<file path="src/rtl/exu_alu_pkg.sv">
package exu_alu_pkg;

  localparam int unsigned OP_W = 4;

  typedef enum logic [OP_W-1:0] {
    ALU_ADD  = 4'd0,
    ALU_SUB  = 4'd1,
    ALU_SLT  = 4'd2,
    ALU_ADDI = 4'd3,
    ALU_SLTI = 4'd4,
    ALU_ANDI = 4'd5,
    ALU_ORI  = 4'd6,
    ALU_LUI  = 4'd7
  } alu_op_e;

endpackage

</file>
<file path="src/rtl/exu_imm_unit.sv">
module exu_imm_unit #(
  parameter int unsigned XLEN  = 32,
  parameter int unsigned IMM_W = 16
) (
  input  logic [IMM_W-1:0] imm_i,
  output logic [XLEN-1:0]  sext_o,
  output logic [XLEN-1:0]  zext_o,
  output logic [XLEN-1:0]  upper_o
);

  localparam int unsigned FILL_W = XLEN - IMM_W;

  generate
    if (FILL_W > 0) begin : g_widen
      assign sext_o  = {{FILL_W{imm_i[IMM_W-1]}}, imm_i};
      assign zext_o  = {{FILL_W{1'b0}}, imm_i};
      assign upper_o = {imm_i, {FILL_W{1'b0}}};
    end else begin : g_same
      assign sext_o  = imm_i;
      assign zext_o  = imm_i;
      assign upper_o = imm_i;
    end
  endgenerate

  // The upper-load value must keep the immediate in its top bits and zeros below.
  always_comb begin
    a_r8_upper_layout: assert (upper_o[XLEN-1 -: IMM_W] == imm_i)
      else $error("upper immediate misplaced");
    // Sign extension and zero extension differ only when the immediate is negative.
    a_r6_ext_agree: assert ((sext_o == zext_o) || imm_i[IMM_W-1] || (FILL_W == 0))
      else $error("extensions disagree on positive immediate");
  end

endmodule

</file>
<file path="src/rtl/exu_addsub.sv">
module exu_addsub #(
  parameter int unsigned XLEN = 32
) (
  input  logic [XLEN-1:0] a_i,
  input  logic [XLEN-1:0] b_i,
  input  logic            sub_i,
  output logic [XLEN-1:0] sum_o,
  output logic            lt_o
);

  localparam int unsigned MSB = XLEN - 1;

  logic [XLEN-1:0] b_eff;
  logic            ovf;

  always_comb begin
    b_eff = b_i ^ {XLEN{sub_i}};
    sum_o = a_i + b_eff + {{(XLEN-1){1'b0}}, sub_i};
    ovf   = (a_i[MSB] == b_eff[MSB]) && (sum_o[MSB] != a_i[MSB]);
    lt_o  = sum_o[MSB] ^ ovf;
  end

  always_comb begin
    if (sub_i) begin
      a_r3_lt_signed: assert (lt_o == ($signed(a_i) < $signed(b_i)))
        else $error("signed compare wrong");
    end
  end

endmodule

</file>
<file path="src/rtl/exu_logic.sv">
module exu_logic #(
  parameter int unsigned XLEN = 32
) (
  input  logic [XLEN-1:0] a_i,
  input  logic [XLEN-1:0] b_i,
  input  logic [XLEN-1:0] m_i,
  output logic [XLEN-1:0] and_o,
  output logic [XLEN-1:0] or_o,
  output logic            eq_o
);

  always_comb begin
    and_o = a_i & m_i;
    or_o  = a_i | m_i;
    eq_o  = ~|(a_i ^ b_i);
  end

  always_comb begin
    a_r10_equal: assert (eq_o == (a_i == b_i))
      else $error("equality flag wrong");
  end

endmodule

</file>
<file path="src/rtl/exu_alu.sv">
module exu_alu
  import exu_alu_pkg::*;
#(
  parameter int unsigned XLEN  = 32,
  parameter int unsigned IMM_W = 16
) (
  input  logic [XLEN-1:0]  opa_i,
  input  logic [XLEN-1:0]  opb_i,
  input  logic [IMM_W-1:0] imm_i,
  input  logic [OP_W-1:0]  op_i,
  output logic [XLEN-1:0]  result_o,
  output logic             equal_o
);

  localparam int unsigned LOW_W = XLEN - IMM_W;

  alu_op_e         op;
  logic [XLEN-1:0] imm_sext, imm_zext, imm_upper;
  logic [XLEN-1:0] add_b, sum, and_v, or_v;
  logic            use_imm, do_sub, lt;

  assign op = alu_op_e'(op_i);

  exu_imm_unit #(.XLEN(XLEN), .IMM_W(IMM_W)) u_imm (
    .imm_i   (imm_i),
    .sext_o  (imm_sext),
    .zext_o  (imm_zext),
    .upper_o (imm_upper)
  );

  always_comb begin
    use_imm = (op == ALU_ADDI) || (op == ALU_SLTI);
    do_sub  = (op == ALU_SUB) || (op == ALU_SLT) || (op == ALU_SLTI);
    add_b   = use_imm ? imm_sext : opb_i;
  end

  exu_addsub #(.XLEN(XLEN)) u_addsub (
    .a_i   (opa_i),
    .b_i   (add_b),
    .sub_i (do_sub),
    .sum_o (sum),
    .lt_o  (lt)
  );

  exu_logic #(.XLEN(XLEN)) u_logic (
    .a_i   (opa_i),
    .b_i   (opb_i),
    .m_i   (imm_zext),
    .and_o (and_v),
    .or_o  (or_v),
    .eq_o  (equal_o)
  );

  always_comb begin
    case (op)
      ALU_ADD, ALU_SUB, ALU_ADDI: result_o = sum;
      ALU_SLT, ALU_SLTI:          result_o = {{(XLEN-1){1'b0}}, lt};
      ALU_ANDI:                   result_o = and_v;
      ALU_ORI:                    result_o = or_v;
      ALU_LUI:                    result_o = imm_upper;
      default:                    result_o = '0;
    endcase
  end

  always_comb begin
    if (op == ALU_SLT || op == ALU_SLTI) begin
      a_r3_slt_bool: assert (result_o[XLEN-1:1] == '0)
        else $error("compare result not boolean");
    end
    if (op == ALU_LUI) begin
      a_r8_lui_low_zero: assert (result_o[LOW_W-1:0] == '0)
        else $error("upper load low half not zero");
    end
    if (op == ALU_ANDI) begin
      a_r6_andi_high_zero: assert (result_o[XLEN-1:IMM_W] == '0)
        else $error("and-immediate high half not zero");
    end
    if (op == ALU_ORI) begin
      a_r7_ori_high_kept: assert (result_o[XLEN-1:IMM_W] == opa_i[XLEN-1:IMM_W])
        else $error("or-immediate altered high half");
    end
    if (op_i[OP_W-1]) begin
      a_r11_unknown_zero: assert (result_o == '0)
        else $error("undefined select gave nonzero");
    end
  end

endmodule

</file>
<file path="config.mk">
export PLATFORM = sky130hd
export DESIGN_NAME = exu_alu
export DESIGN_NICKNAME = d
export VERILOG_FILES = /design/src/rtl/exu_alu_pkg.sv /design/src/rtl/exu_imm_unit.sv /design/src/rtl/exu_addsub.sv /design/src/rtl/exu_logic.sv /design/src/rtl/exu_alu.sv
export SDC_FILE = /design/constraint.sdc
export NUM_CORES = 1
export LEC_CHECK = 0
export CAP_MARGIN = 25
export CORE_MARGIN = 3
export CORE_UTILIZATION = 48
export DETAILED_ROUTE_END_ITERATION = 6
export GPL_TIMING_DRIVEN = 0
export MAX_ROUTING_LAYER = met4
export PLACE_DENSITY_LB_ADDON = 0.2
export SLEW_MARGIN = 5
export SYNTH_ARGS = -nofsm -noshare
export SYNTH_HDL_FRONTEND = slang
export SYNTH_SLANG_ARGS = --single-unit
</file>
<file path="constraint.sdc">
create_clock -name vclk -period 8.3
set_clock_uncertainty 0.1 [all_clocks]
set_input_delay 1.66 -clock vclk [all_inputs]
set_output_delay 1.66 -clock vclk [all_outputs]
set_load 0.1 [all_outputs]
</file>
# == Word-level counts from Yosys, hierarchy flattened ==
# Index checks and enable logic that the tools add are counted.
# op_classes
reduce_logical,9
n_mux,2
bitwise_logic,5
shift,0
eq_ne,9
n_lt_le_gt_ge,0
n_mul,0
div,0
addsub,2
# ops
operator,count
$pmux W32 S5,1
$xor A32 B32 Y32,2
$add A32 B1 Y32,1
$add A32 B32 Y32,1
$and A32 B16 Y32,1
$mux W32,1
$or A32 B16 Y32,1
$reduce_or A32 Y1,1
$eq A4 B3 Y1 const B,4
$eq A4 B2 Y1 const B,2
$eq A4 B1 Y1 const B,1
$logic_not A4 Y1,1
$logic_or A1 B1 Y1,3
$reduce_or A3 Y1,1
$reduce_or A2 Y1,1
$eq A1 B1 Y1,1
$logic_and A1 B1 Y1,1
$logic_not A1 Y1,1
$ne A1 B1 Y1,1
$xor A1 B1 Y1,1
# word_totals
latch_bits,0
wordCells,27
n_memories,0
ramBits,0
out_inout_bits,33
register_bits,0
romBits,0

# == Longest topological paths before layout ==
# logic_depth
depth_word,10
ltp_mapped,18

# == Hierarchy ==
# Synthesis repeated with hierarchy kept, for this count alone.
# unflattened
cells_unflattened,657
hier_area_um2,4892.2
# by_module_without_submodules
module,instances,cells_per_inst,seq_area_each_um2,area_per_inst_um2
exu_addsub,1,290,0.0,2092.0
exu_alu,1,163,0.0,1327.5
exu_logic,1,107,0.0,748.2
exu_imm_unit,1,97,0.0,724.4

# == Worst setup path after synthesis ==
# OpenSTA, ideal clock, no wires.
# synth_path
path_type,input to output
start,input port op_i[2]
end,output port result_o[30]
path_slack_ns,-0.624
arrival_ns,7.164
path_stages,17
path_buffers,2
path_cell_list,buf_2 > nor2b_1 > o311ai_1 > clkbuf_1 > xor2_1 > inv_1 > fa_1 > nand2b_1 > a211oi_1 > o311ai_1 > a21boi_1 > o221ai_1 > o211ai_1 > nand3_1 > nand2_1 > xnor2_1 > o21ai_0
# synth_between
elab_chain_len,7
elab_cells_between_ends,18
# synth_lines
element,line,text
from (decl),exu_alu.sv:10,"input logic [OP_W-1:0] op_i,"
$eq A4 B2 Y1 (tied with other cells),"exu_alu.sv:32, exu_alu.sv:55",
$logic_or A1 B1 Y1 (on tied branches),"exu_alu.sv:32, exu_alu.sv:33",
$mux W32 / $logic_or A1 B1 Y1 (equally long branches),"exu_alu.sv:34, exu_alu.sv:33",
$xor A32 B32 Y32,exu_addsub.sv:17,b_eff = b_i ^ {XLEN{sub_i}};
$add A32 B32 Y32,exu_addsub.sv:18,"sum_o = a_i + b_eff + {{(XLEN-1){1'b0}}, sub_i};"
$add A32 B1 Y32,exu_addsub.sv:18,
$pmux W32 S5 *,exu_alu.sv:55,case (op)
to (decl),exu_alu.sv:11,"output logic [XLEN-1:0] result_o,"
# Every way passes the cells marked *; elsewhere a longest branch is shown, timed or not.

# == Final worst setup path ==
# layout_path
start,input port op_i[1]
end,output port result_o[20]
# The elaborated chain is that of the path after synthesis.

==> summary.txt <==
Die
  – Die area: 7908 um^2
  – Placeable Area: 6495 um^2
  – Starting density of the core: 50.82%
  – Row count: 29
  – Die Ht: 88.93 um
  – Top-level port count: 117
  – Die width: 88.93 um

Min path
  – Path class of the lowest-slack min-delay path: input pin to output port

Drt
  – Starting DRC count in detailed routing: 328
  – Drt drc: 0
  – DR pass1 iterations: 5
  – Final routed wirelength across all metal layers: 13090 um
  – Antenna viol nets, final: 0
  – Vias: 4123
  – Wirelength per Cell: 20.05 um
  – Via-per-instance ratio: 6.314

Cells and area
  – Filler Cells Inserted: 588
  – Count of antenna diodes in the layout: 0
  – Fraction of layout cells with a size suffix above 1: 7.639%
  – Final net count: 695
  – Sequential Area: 0 um^2
  – Clock buf count: 0
  – Final non-filler cell total: 653
  – Highest-count cells in the layout ignoring fill and taps: sky130_fd_sc_hd__clkdlybuf4s50_1 (92), sky130_fd_sc_hd__xor2_1 (78), sky130_fd_sc_hd__a21oi_1 (47)
  – Most frequent standard cell in the layout excluding fill and tap cells: sky130_fd_sc_hd__clkdlybuf4s50_1
  – Area growth, synth to finish: 38.63%
  – Seq Cell Count: 0

Worst setup path
  – Delay of the slowest critical-path stage: 460 ps
  – Cell-by-cell listing of the critical path: clkdlybuf4s50_1 > buf_4 > o311ai_2 > clkbuf_4 > xor2_1 > inv_1 > fa_1 > nand2b_1 > a211oi_2 > o311ai_1 > a21boi_2 > a41oi_1 > o21bai_1 > a21boi_0 > o21bai_1 > xnor2_1 > o21ai_1 > buf_4
  – Number of buffers and inverters on the critical path: 5
  – Slowest library cell on the worst path: sky130_fd_sc_hd__clkdlybuf4s50_1
  – Kind of start point of the critical path: input pin
  – Cell class contributing the biggest share of worst-path delay: compound AO/OA/AOI/OAI gates
  – Critical path start-end classification: input pin to output port
  – Max Fanout on Critical Path: 10
  – Data required, critical path: 6540 ps
  – Endpoint class of the critical path: output port
  – Worst path arrival time: 6280 ps

Synth
  – Sequential share of the synthesized area: 0%
  – Synth top area cells: sky130_fd_sc_hd__xor2_1 (21%), sky130_fd_sc_hd__ha_1 (12%), sky130_fd_sc_hd__a21oi_1 (7.1%)
  – Fraction of synthesized cell area taken by the top area cell type: 20.70%
  – Cell Area, Synth: 3301 um^2
  – Number of unique standard cell types used by synthesis: 59
  – YS warnings: 0
  – Synthesized net count: 578
  – Number of instances in the synthesized netlist: 461
  – Syn avg cell area: 7.160 um^2
  – Cell accounting for the most synthesized area: sky130_fd_sc_hd__xor2_1

STA
  – Final Max Tran Viols: 0
  – Final number of hold-violating endpoints: 0
  – Period minus WS final: 8038 ps
  – Fmax: 124.4 MHz
  – Share of the clock period used by the worst path after layout: 96.84%
  – Measured slew at the worst slew-check pin: 976.1 ps
  – Final Setup Violations: 0
  – Worst slew margin: 34.72%
  – Worst hold slack across all endpoints: 3879 ps
  – RSZ-0062 raised after global routing: false

Placement
  – Total placed cells including tap cells: 653
  – GP Congestion: 0.9745
  – Input/output buffers: 115
  – Detailed placement HPWL: 10750 um

Power
  – Pwr Total: 0.5996 mW
  – Worst vdd rail ir drop: 0.00008145 V
  – Total power density per cell area: 131.0 nW/um^2
  – P_leak: 1.957 nW

Global routing
  – First-pass GRT wire length: 19630 um
  – Via count of the first global-routing pass: 3952
  – Initial antenna violation count: 0
  – Remaining global-route overflow: 0
  – Overall fraction of global-route tracks in use: 32.69%
  – Maximum number of pins on one net before global-route repair: 11

Status
  – Run status: finished clean

CTS
  – # hold bufs at CTS: 0
  – Number of buffers added for setup after CTS: 0

Job
  – Max cap viols: 0
==> Yosys cell counts (3+ instances only) <==
master	count
sky130_fd_sc_hd__o21bai_1	5
sky130_fd_sc_hd__nor2_1	26
sky130_fd_sc_hd__nand4_1	5
sky130_fd_sc_hd__inv_1	10
sky130_fd_sc_hd__mux2i_1	13
sky130_fd_sc_hd__a31oi_1	3
sky130_fd_sc_hd__nand2_1	21
sky130_fd_sc_hd__nor2b_1	3
sky130_fd_sc_hd__nor4_1	8
sky130_fd_sc_hd__buf_1	3
sky130_fd_sc_hd__o21ai_0	36
sky130_fd_sc_hd__a22oi_1	27
sky130_fd_sc_hd__nor3_1	9
sky130_fd_sc_hd__a211oi_1	5
sky130_fd_sc_hd__o21a_1	4
sky130_fd_sc_hd__or3_1	3
sky130_fd_sc_hd__o21ai_1	4
sky130_fd_sc_hd__xnor2_1	15
sky130_fd_sc_hd__a21oi_1	47
sky130_fd_sc_hd__ha_1	32
sky130_fd_sc_hd__a21o_1	24
sky130_fd_sc_hd__clkbuf_1	18
sky130_fd_sc_hd__xor2_1	78
sky130_fd_sc_hd__o211ai_1	5
sky130_fd_sc_hd__nand3_1	5
sky130_fd_sc_hd__nand2b_1	7
sky130_fd_sc_hd__o221ai_1	4
==> cell families (layout without fill, tap and decap cells) <==
family,count (synthesis),in the layout,share of synthesized area [%]
buffers and inverters,35,150,4.359
AO/OA/AOI/OAI,188,188,38.32
AND/OR/NAND/NOR,97,97,15.16
multiplexers,14,14,4.397
adder cells (fa/ha/maj),34,34,13.08
XOR/XNOR,93,93,24.68
==> per-stage QoR <==
| stage | util (%) | setup slack [ps] | instance area, um^2 | TNS [ps] |
|---|---|---|---|---|
| detailed placement | 70.03 | -1199 | 4548 | -15410 |
| floorplan | - | 23.78 | 3301 | 0 |
| CTS | 70.28 | 88.92 | 4564 | 0 |
| finish | 70.45 | 262.5 | 4576 | 0 |
| global route | 70.45 | 67.03 | 4576 | 0 |
| global placement | 70.03 | -1121 | 4548 | -13900 |
==> layout make-up <==
cell class         instances  area, um^2  area share [%]
well taps                 77       96.34           2.106
plain buffers             24       115.1           2.516
multi-input cells        426        3176           69.40
repair buffers           115        1147           25.08
inverters                 11       41.29          0.9024
==> tightest hold or removal path: cells and delay by family <==
| kind | cells | cell delay, ps |
|---|---|---|
| buffers and inverters | 2 | 570 |
| AO/OA/AOI/OAI | 1 | 80 |
==> metal layers <==
layer | GRT usage, % | routed length (um) | part of all wire, %
met1 | 41.57 | 5532 | 42
met2 | 54.52 | 6179 | 47
met3 | 3.687 | 1071 | 8.2
met4 | 9.203 | 308 | 2.4
met5 | - | 0 | 0
==> final timing paths <==
| kind | from | endpoint | slack (ps) | cells past startpoint |
|---|---|---|---|---|
| worst max-delay path | op_i[1] | result_o[20] | 260 | 18 |
| worst min-delay path | op_i[0] | result_o[0] | 3880 | 3 |
==> where the power goes <==
part           leakage, nW  internal (mW)  switching, mW
clock                    0              0              0
sequential               0              0              0
combinational         1.96          0.207          0.392
==> timing repair <==
item | in CTS | in global routing
gates resized for setup | 81 | 5
pin swaps | 0 | 0
cloned | 0 | 0
endpoints found under the setup margin | 25 | 18
Note: power is estimated with default switching activity, not from simulation.
